<file path="src/rtl/adc_seq_pkg.sv">
package adc_seq_pkg;
  localparam int CH_W = 4;

  // Bit layout of the control byte; software depends on these positions.
  typedef struct packed {
    logic            conv_on;
    logic            ref_lo;
    logic            ext_ref;
    logic            cont;
    logic [CH_W-1:0] chan;
  } ctrl_byte_t;

  typedef enum logic [1:0] {
    REF_EXT_PIN = 2'b00,
    REF_1V0     = 2'b01,
    REF_2V0     = 2'b10,
    REF_RSVD    = 2'b11
  } ref_code_e;
endpackage

</file>
<file path="src/rtl/adc_ctrl_reg.sv">
module adc_ctrl_reg
  import adc_seq_pkg::*;
#(
  parameter int                 ADDR_W    = 12,
  parameter logic [ADDR_W-1:0]  CTRL_ADDR = 12'hF70
) (
  input  logic            clk,
  input  logic            rst,
  input  logic            wr_en,
  input  logic            rd_en,
  input  logic [ADDR_W-1:0] addr,
  input  logic [7:0]      wdata,
  input  logic            busy_i,
  output logic            ref_lo_o,
  output logic            ext_ref_o,
  output logic            cont_o,
  output logic            start_o,
  output logic [CH_W-1:0] start_chan_o,
  output logic            start_cont_o,
  output logic [7:0]      rdata_o
);
  ctrl_byte_t wr_byte, rd_view;
  logic       wr_hit, rd_hit;
  logic            ref_lo_q, ext_q, cont_q;
  logic [CH_W-1:0] chan_q;

  assign wr_byte = ctrl_byte_t'(wdata);
  assign wr_hit  = wr_en && (addr == CTRL_ADDR);
  assign rd_hit  = rd_en && (addr == CTRL_ADDR);

  assign start_o      = wr_hit && wr_byte.conv_on;
  assign start_chan_o = wr_byte.chan;
  assign start_cont_o = wr_byte.cont;

  always_ff @(posedge clk) begin
    if (rst) begin
      ref_lo_q <= 1'b0;
      ext_q    <= 1'b0;
      cont_q   <= 1'b0;
      chan_q   <= '0;
    end else if (wr_hit) begin
      ref_lo_q <= wr_byte.ref_lo;
      ext_q    <= wr_byte.ext_ref;
      cont_q   <= wr_byte.cont;
      chan_q   <= wr_byte.chan;
    end
  end

  always_comb begin
    rd_view.conv_on = busy_i;
    rd_view.ref_lo  = ref_lo_q;
    rd_view.ext_ref = ext_q;
    rd_view.cont    = cont_q;
    rd_view.chan    = chan_q;
  end

  always_ff @(posedge clk) begin
    if (rst)         rdata_o <= '0;
    else if (rd_hit) rdata_o <= rd_view;
    else             rdata_o <= '0;
  end

  assign ref_lo_o  = ref_lo_q;
  assign ext_ref_o = ext_q;
  assign cont_o    = cont_q;
endmodule

</file>
<file path="src/rtl/adc_conv_timer.sv">
module adc_conv_timer #(
  parameter int SINGLE_CYCLES = 5129,
  parameter int CONT_CYCLES   = 256,
  parameter int CH_W          = 4
) (
  input  logic            clk,
  input  logic            rst,
  input  logic            start_i,
  input  logic [CH_W-1:0] start_chan_i,
  input  logic            start_cont_i,
  input  logic            cont_live_i,
  output logic            busy_o,
  output logic            complete_o,
  output logic [CH_W-1:0] chan_sel_o,
  output logic            done_o,
  output logic            strobe_o
);
  localparam int MAX_CYC = (SINGLE_CYCLES > CONT_CYCLES) ? SINGLE_CYCLES : CONT_CYCLES;
  localparam int CNT_W   = $clog2(MAX_CYC + 1);
  localparam logic [CNT_W-1:0] SINGLE_LAST = CNT_W'(SINGLE_CYCLES - 1);
  localparam logic [CNT_W-1:0] CONT_LAST   = CNT_W'(CONT_CYCLES - 1);

  logic             busy_q, cont_run_q;
  logic [CNT_W-1:0] cnt_q;
  logic [CNT_W-1:0] last_cnt;

  assign last_cnt   = cont_run_q ? CONT_LAST : SINGLE_LAST;
  // A start on the same edge wins over a completion.
  assign complete_o = busy_q && !start_i && (cnt_q == last_cnt);

  always_ff @(posedge clk) begin
    if (rst) begin
      busy_q     <= 1'b0;
      cont_run_q <= 1'b0;
      cnt_q      <= '0;
      chan_sel_o <= '0;
      done_o     <= 1'b0;
      strobe_o   <= 1'b0;
    end else begin
      done_o   <= complete_o;
      strobe_o <= complete_o;
      if (start_i) begin
        busy_q     <= 1'b1;
        cnt_q      <= '0;
        chan_sel_o <= start_chan_i;
        cont_run_q <= start_cont_i;
      end else if (complete_o) begin
        cnt_q <= '0;
        if (!cont_run_q || !cont_live_i) busy_q <= 1'b0;
      end else if (busy_q) begin
        cnt_q <= cnt_q + 1'b1;
      end
    end
  end

  assign busy_o = busy_q;
endmodule

</file>
<file path="src/rtl/adc_ref_decode.sv">
module adc_ref_decode
  import adc_seq_pkg::*;
(
  input  logic       clk,
  input  logic       rst,
  input  logic       ref_hi_i,
  input  logic       ref_lo_i,
  input  logic       ext_ref_i,
  output logic [1:0] ref_code_o,
  output logic       int_ref_en_o,
  output logic       rsvd_o,
  output logic       buf_en_o
);
  ref_code_e code;
  assign code = ref_code_e'({ref_hi_i, ref_lo_i});

  always_ff @(posedge clk) begin
    if (rst) begin
      ref_code_o   <= '0;
      int_ref_en_o <= 1'b0;
      rsvd_o       <= 1'b0;
      buf_en_o     <= 1'b0;
    end else begin
      ref_code_o   <= code;
      int_ref_en_o <= (code != REF_EXT_PIN);
      rsvd_o       <= (code == REF_RSVD);
      buf_en_o     <= ext_ref_i;
    end
  end
endmodule

</file>
<file path="src/rtl/adc_seq_ctrl.sv">
module adc_seq_ctrl
  import adc_seq_pkg::*;
#(
  parameter int                ADDR_W        = 12,
  parameter logic [ADDR_W-1:0] CTRL_ADDR     = 12'hF70,
  parameter int                RES_W         = 10,
  parameter int                SINGLE_CYCLES = 5129,
  parameter int                CONT_CYCLES   = 256
) (
  input  logic              clk,
  input  logic              rst,
  input  logic              wr_en,
  input  logic              rd_en,
  input  logic [ADDR_W-1:0] addr,
  input  logic [7:0]        wdata,
  output logic [7:0]        rdata_o,
  input  logic              ref_hi_i,
  input  logic [RES_W-1:0]  adc_data_i,
  output logic [CH_W-1:0]   chan_sel_o,
  output logic              sample_strobe_o,
  output logic              conv_done_o,
  output logic [RES_W-1:0]  result_o,
  output logic [1:0]        ref_code_o,
  output logic              int_ref_en_o,
  output logic              ref_rsvd_o,
  output logic              ref_buf_en_o
);
  logic            busy, complete;
  logic            ref_lo, ext_ref, cont_live;
  logic            start;
  logic [CH_W-1:0] start_chan;
  logic            start_cont;

  adc_ctrl_reg #(.ADDR_W(ADDR_W), .CTRL_ADDR(CTRL_ADDR)) u_reg (
    .clk(clk), .rst(rst), .wr_en(wr_en), .rd_en(rd_en), .addr(addr),
    .wdata(wdata), .busy_i(busy), .ref_lo_o(ref_lo), .ext_ref_o(ext_ref),
    .cont_o(cont_live), .start_o(start), .start_chan_o(start_chan),
    .start_cont_o(start_cont), .rdata_o(rdata_o)
  );

  adc_conv_timer #(
    .SINGLE_CYCLES(SINGLE_CYCLES), .CONT_CYCLES(CONT_CYCLES), .CH_W(CH_W)
  ) u_timer (
    .clk(clk), .rst(rst), .start_i(start), .start_chan_i(start_chan),
    .start_cont_i(start_cont), .cont_live_i(cont_live), .busy_o(busy),
    .complete_o(complete), .chan_sel_o(chan_sel_o), .done_o(conv_done_o),
    .strobe_o(sample_strobe_o)
  );

  adc_ref_decode u_ref (
    .clk(clk), .rst(rst), .ref_hi_i(ref_hi_i), .ref_lo_i(ref_lo),
    .ext_ref_i(ext_ref), .ref_code_o(ref_code_o), .int_ref_en_o(int_ref_en_o),
    .rsvd_o(ref_rsvd_o), .buf_en_o(ref_buf_en_o)
  );

  always_ff @(posedge clk) begin
    if (rst)           result_o <= '0;
    else if (complete) result_o <= adc_data_i;
  end
endmodule

</file>
<file path="config.mk">
export PLATFORM = sky130hd
export DESIGN_NAME = adc_seq_ctrl
export DESIGN_NICKNAME = d
export VERILOG_FILES = /design/src/rtl/adc_seq_pkg.sv /design/src/rtl/adc_ctrl_reg.sv /design/src/rtl/adc_conv_timer.sv /design/src/rtl/adc_ref_decode.sv /design/src/rtl/adc_seq_ctrl.sv
export SDC_FILE = /design/constraint.sdc
export NUM_CORES = 1
export LEC_CHECK = 0
export ABC_CLOCK_PERIOD_IN_PS = 1500
export BUFFER_PORTS_ARGS = -buffer_cell sky130_fd_sc_hd__buf_2
export CAP_MARGIN = 20
export CORE_MARGIN = 2
export CORE_UTILIZATION = 47
export CTS_BUF_LIST = sky130_fd_sc_hd__clkbuf_4
export DETAILED_ROUTE_END_ITERATION = 16
export PLACE_DENSITY = 0.8
export SLEW_MARGIN = 20
export SYNTH_ARGS = -nofsm -noshare
export SYNTH_HDL_FRONTEND = slang
export SYNTH_SLANG_ARGS = --single-unit
</file>
<file path="constraint.sdc">
create_clock -name clk -period 1.5 [get_ports clk]
set_input_delay 0.075 -clock clk [delete_from_list [all_inputs] [get_ports clk]]
set_output_delay 0.075 -clock clk [all_outputs]
set_load 0.005 [all_outputs]
</file>
==> flow_summary.toml <==
[logic_synthesis]
yosysMostFrequentCell = "dfxtp_1"
synthCells = 204
synth_top_area_cell = "dfxtp_1"
synth-edff-count = 0
async_flop_share_pct = 0
synth_common_cells = "50 x dfxtp_1, 23 x mux2i_1, 21 x nand2b_1"
synth_area_per_cell_sq_um = 10.0
synth.distinct_cells = 31
synth_top_cell_area_share_pct = 49.1
yosysWarnings = 0
synth_seq_cells = 50
synth_area_leaders = "dfxtp_1 49%, mux2i_1 11%, nand2b_1 6.4%"
syn-num-nets = 240
synthFlopType = "dfxtp_1"
netlist_area_sq_um = 2040
seq_area_frac_synth_pct = 49.1

[sta]
fin_skew_ns = 0.0112
post-route-period-util_pct = 106
timing.fmax_mhz = 627
timing.final.hold_violations = 0
period_needed_ns = 1.60
hold_ws_ns = 0.0323
relSlewSlack_pct = 77.8
finalWorstSetupSlack_ns = -0.0955
worst_pin_slew_ns = 0.329
drv_slew = 0
setup_violations = 10
rsz0062_at_grt = "true"

[worst_setup_path]
required_ns = 1.81
end_kind = "flip-flop"
worstPathArrival_ns = 1.90
cp_max_fo = 6
worstSetupStartpointType = "flip-flop"
critical_path_class = "flip-flop to flip-flop"

[global_route]
grt_max_degree = 28
grt_pass1_vias = 1794
grt_usage_pct = 20.0
grt_pass1_wl_mm = 7.95
antenna_found_initial = 0
gr-total-overflow = 0

[clock_tree]
cts_tree = "built"
clkTransAtPathRegs_ns = 0.15
h-tree-depth = 2
numCtsBuffers = 5
cts_root_buffer = "clkbuf_4"
clock_sinks = 50
clk_latency_ns = 0.36
clk_path_buf_depth = 2

[drt]
ant_nets = 0
vias = 1836
drc = 0
wl_mm = 4.93
wl_per_cell_um = 13.7
drt-vias-per-instance = 5.10
drtPass1Iterations = 4
dr.first_iter.drc_count = 63

[layout]
final_cells = 360
diodes = 0
fill_cells = 263
final_layout_size_suffix_gt1_share_pct = 40.0
layout.nets = 345
area_growth_pct = 44.2
postLayoutCellArea_sq_um = 2940

[floorplan]
die_w_um = 69.9
io_pins = 64
die_y_um = 69.9
dieArea_sq_um = 4880
floorplan.initialDensity_pct = 49.9
coreArea_sq_um = 4090
placementRows = 23

[placed_design]
placed_area_sq_um = 2570
dp.cells = 332
dp_hpwl_mm = 3.21
gp_congestion = 0.837
port_buffers = 63

[power]
power_w = 0.00225
peakVddDrop_mv = 0.620
p_leak_nw = 1.30
cellPowerDensity_nw_per_um2 = 766

[run_status]
status = "finished, violations left"
violations = "negative setup slack"

[min_path]
hold_path_class = "input pin to flip-flop"

[job]
cap_violations = 0
cell usage in the layout (no fill, tap or decap):
cell type	netlist	routed
nand2b_1	21	21
dlygate4sd3_1	0	18
nor2_1	15	15
nor2b_1	3	3
dfxtp_4	0	3
nor4_1	5	1
nand3_2	0	2
buf_2	2	63
clkbuf_4	0	5
or2_2	1	1
inv_1	3	3
and3_1	2	2
mux2i_1	23	23
nand2_1	5	5
and4_1	1	1
or4_4	1	2
nor4_2	0	2
nor4bb_4	0	1
a211oi_1	3	2
nand3_1	8	6
bufinv_16	0	1
a21oi_2	0	1
a211oi_2	0	1
and4bb_2	1	1
buf_4	2	27
nand4b_1	1	1
clkinv_1	0	1
or2_0	1	1
xor2_1	4	4
a21oi_1	2	1
xnor2_1	8	8
nor3_1	16	16
nor4_4	2	4
inv_6	0	1
buf_6	1	2
and2_1	9	9
dfxtp_1	50	40
dfxtp_2	0	7
ha_1	1	1
nand4_1	4	4
metrics by stage:
stage | utilization [%] | TNS [ns] | setup WS (ns)
after floorplan | - | -0.135 | -0.0203
after global placement | 62.9 | -2.94 | -0.135
after detailed placement | 62.9 | -4.54 | -0.172
after CTS | 69.8 | -0.695 | -0.0924
after global routing | 72.0 | -1.37 | -0.168
final | 72.0 | -0.733 | -0.0955
cell type report:
type | count | area (sq um) | area share, %
Clock buffer | 5 | 37.5 | 1.28
Clock inverter | 3 | 42.5 | 1.45
Inverter | 3 | 11.3 | 0.383
Multi-Input combinational cell | 139 | 1040 | 35.5
Sequential cell | 50 | 1020 | 34.7
Tap cell | 50 | 62.6 | 2.13
Timing Repair Buffer | 110 | 721 | 24.5
worst max-delay path: stages, from the launching register on:
cell and delay, ns:
dfxtp_4 0.39, nor4_4 0.31, nand3_2 0.14, a211oi_2 0.30, buf_4 0.23, mux2i_1 0.19
report_power, final:
part           internal (W)  switching, W
Sequential          0.00133   0.000000686
Clock              0.000352      0.000430
Combinational     0.0000882     0.0000564
metal layers:
metal | track usage [%] | vias to the layer above | routed length, um | part of all wire [%]
li1 | - | 909 | - | -
met1 | 23.3 | 848 | 2050 | 42
met2 | 34.2 | 67 | 2450 | 50
met3 | 5.48 | 12 | 282 | 5.7
met4 | 9.19 | 0 | 152 | 3.1
met5 | 0 | - | 0 | 0
sequential cells by signal, summed over array words and instances (netlist names):
register and flops:
result_o 10, u_reg.rdata_o 8, u_ref.buf_en_o 1, u_timer.cnt_q 13
u_timer.strobe_o 1, u_ref.rsvd_o 1, u_reg.ref_lo_o 1, u_reg.ext_ref_o 1
u_ref.ref_code_o 2, u_ref.int_ref_en_o 1, u_timer.cont_run_q 1, u_timer.busy_o 1
u_reg.chan_q 4, u_reg.cont_o 1, u_timer.chan_sel_o 4
final timing paths:
kind | startpoint | cells past startpoint | slack, ns | end
min | rst | 2 | 0.03 | u_reg.chan_q[2]
max | u_timer.cnt_q[5] | 5 | -0.1 | result_o[9]
min reg2reg | u_reg.chan_q[3] | 1 | 0.47 | u_reg.rdata_o[3]
max reg2reg | u_timer.cnt_q[5] | 5 | -0.1 | result_o[9]
kinds of logic (layout without fill, tap and decap cells):
group	after synthesis	after routing	synth area share (%)
mux	23	23	11.3
buf+inv	15	121	3.62
compound gates	5	5	1.60
flops	50	50	49.1
xor+xnor	12	12	5.15
simple gates	98	98	28.7
fa+ha+maj	1	1	0.613
what timing repair did:
| action | CTS | global route |
|---|---|---|
| hold buffers | 18 | 0 |
| pin swaps | 2 | 9 |
| cloned | 0 | 0 |
| endpoints found under the setup margin | 12 | 24 |
| endpoints found under the hold margin | 23 | 0 |
| gates resized for setup | 7 | 18 |
| setup buffers | 0 | 2 |
(Power assumes the default switching activity.)
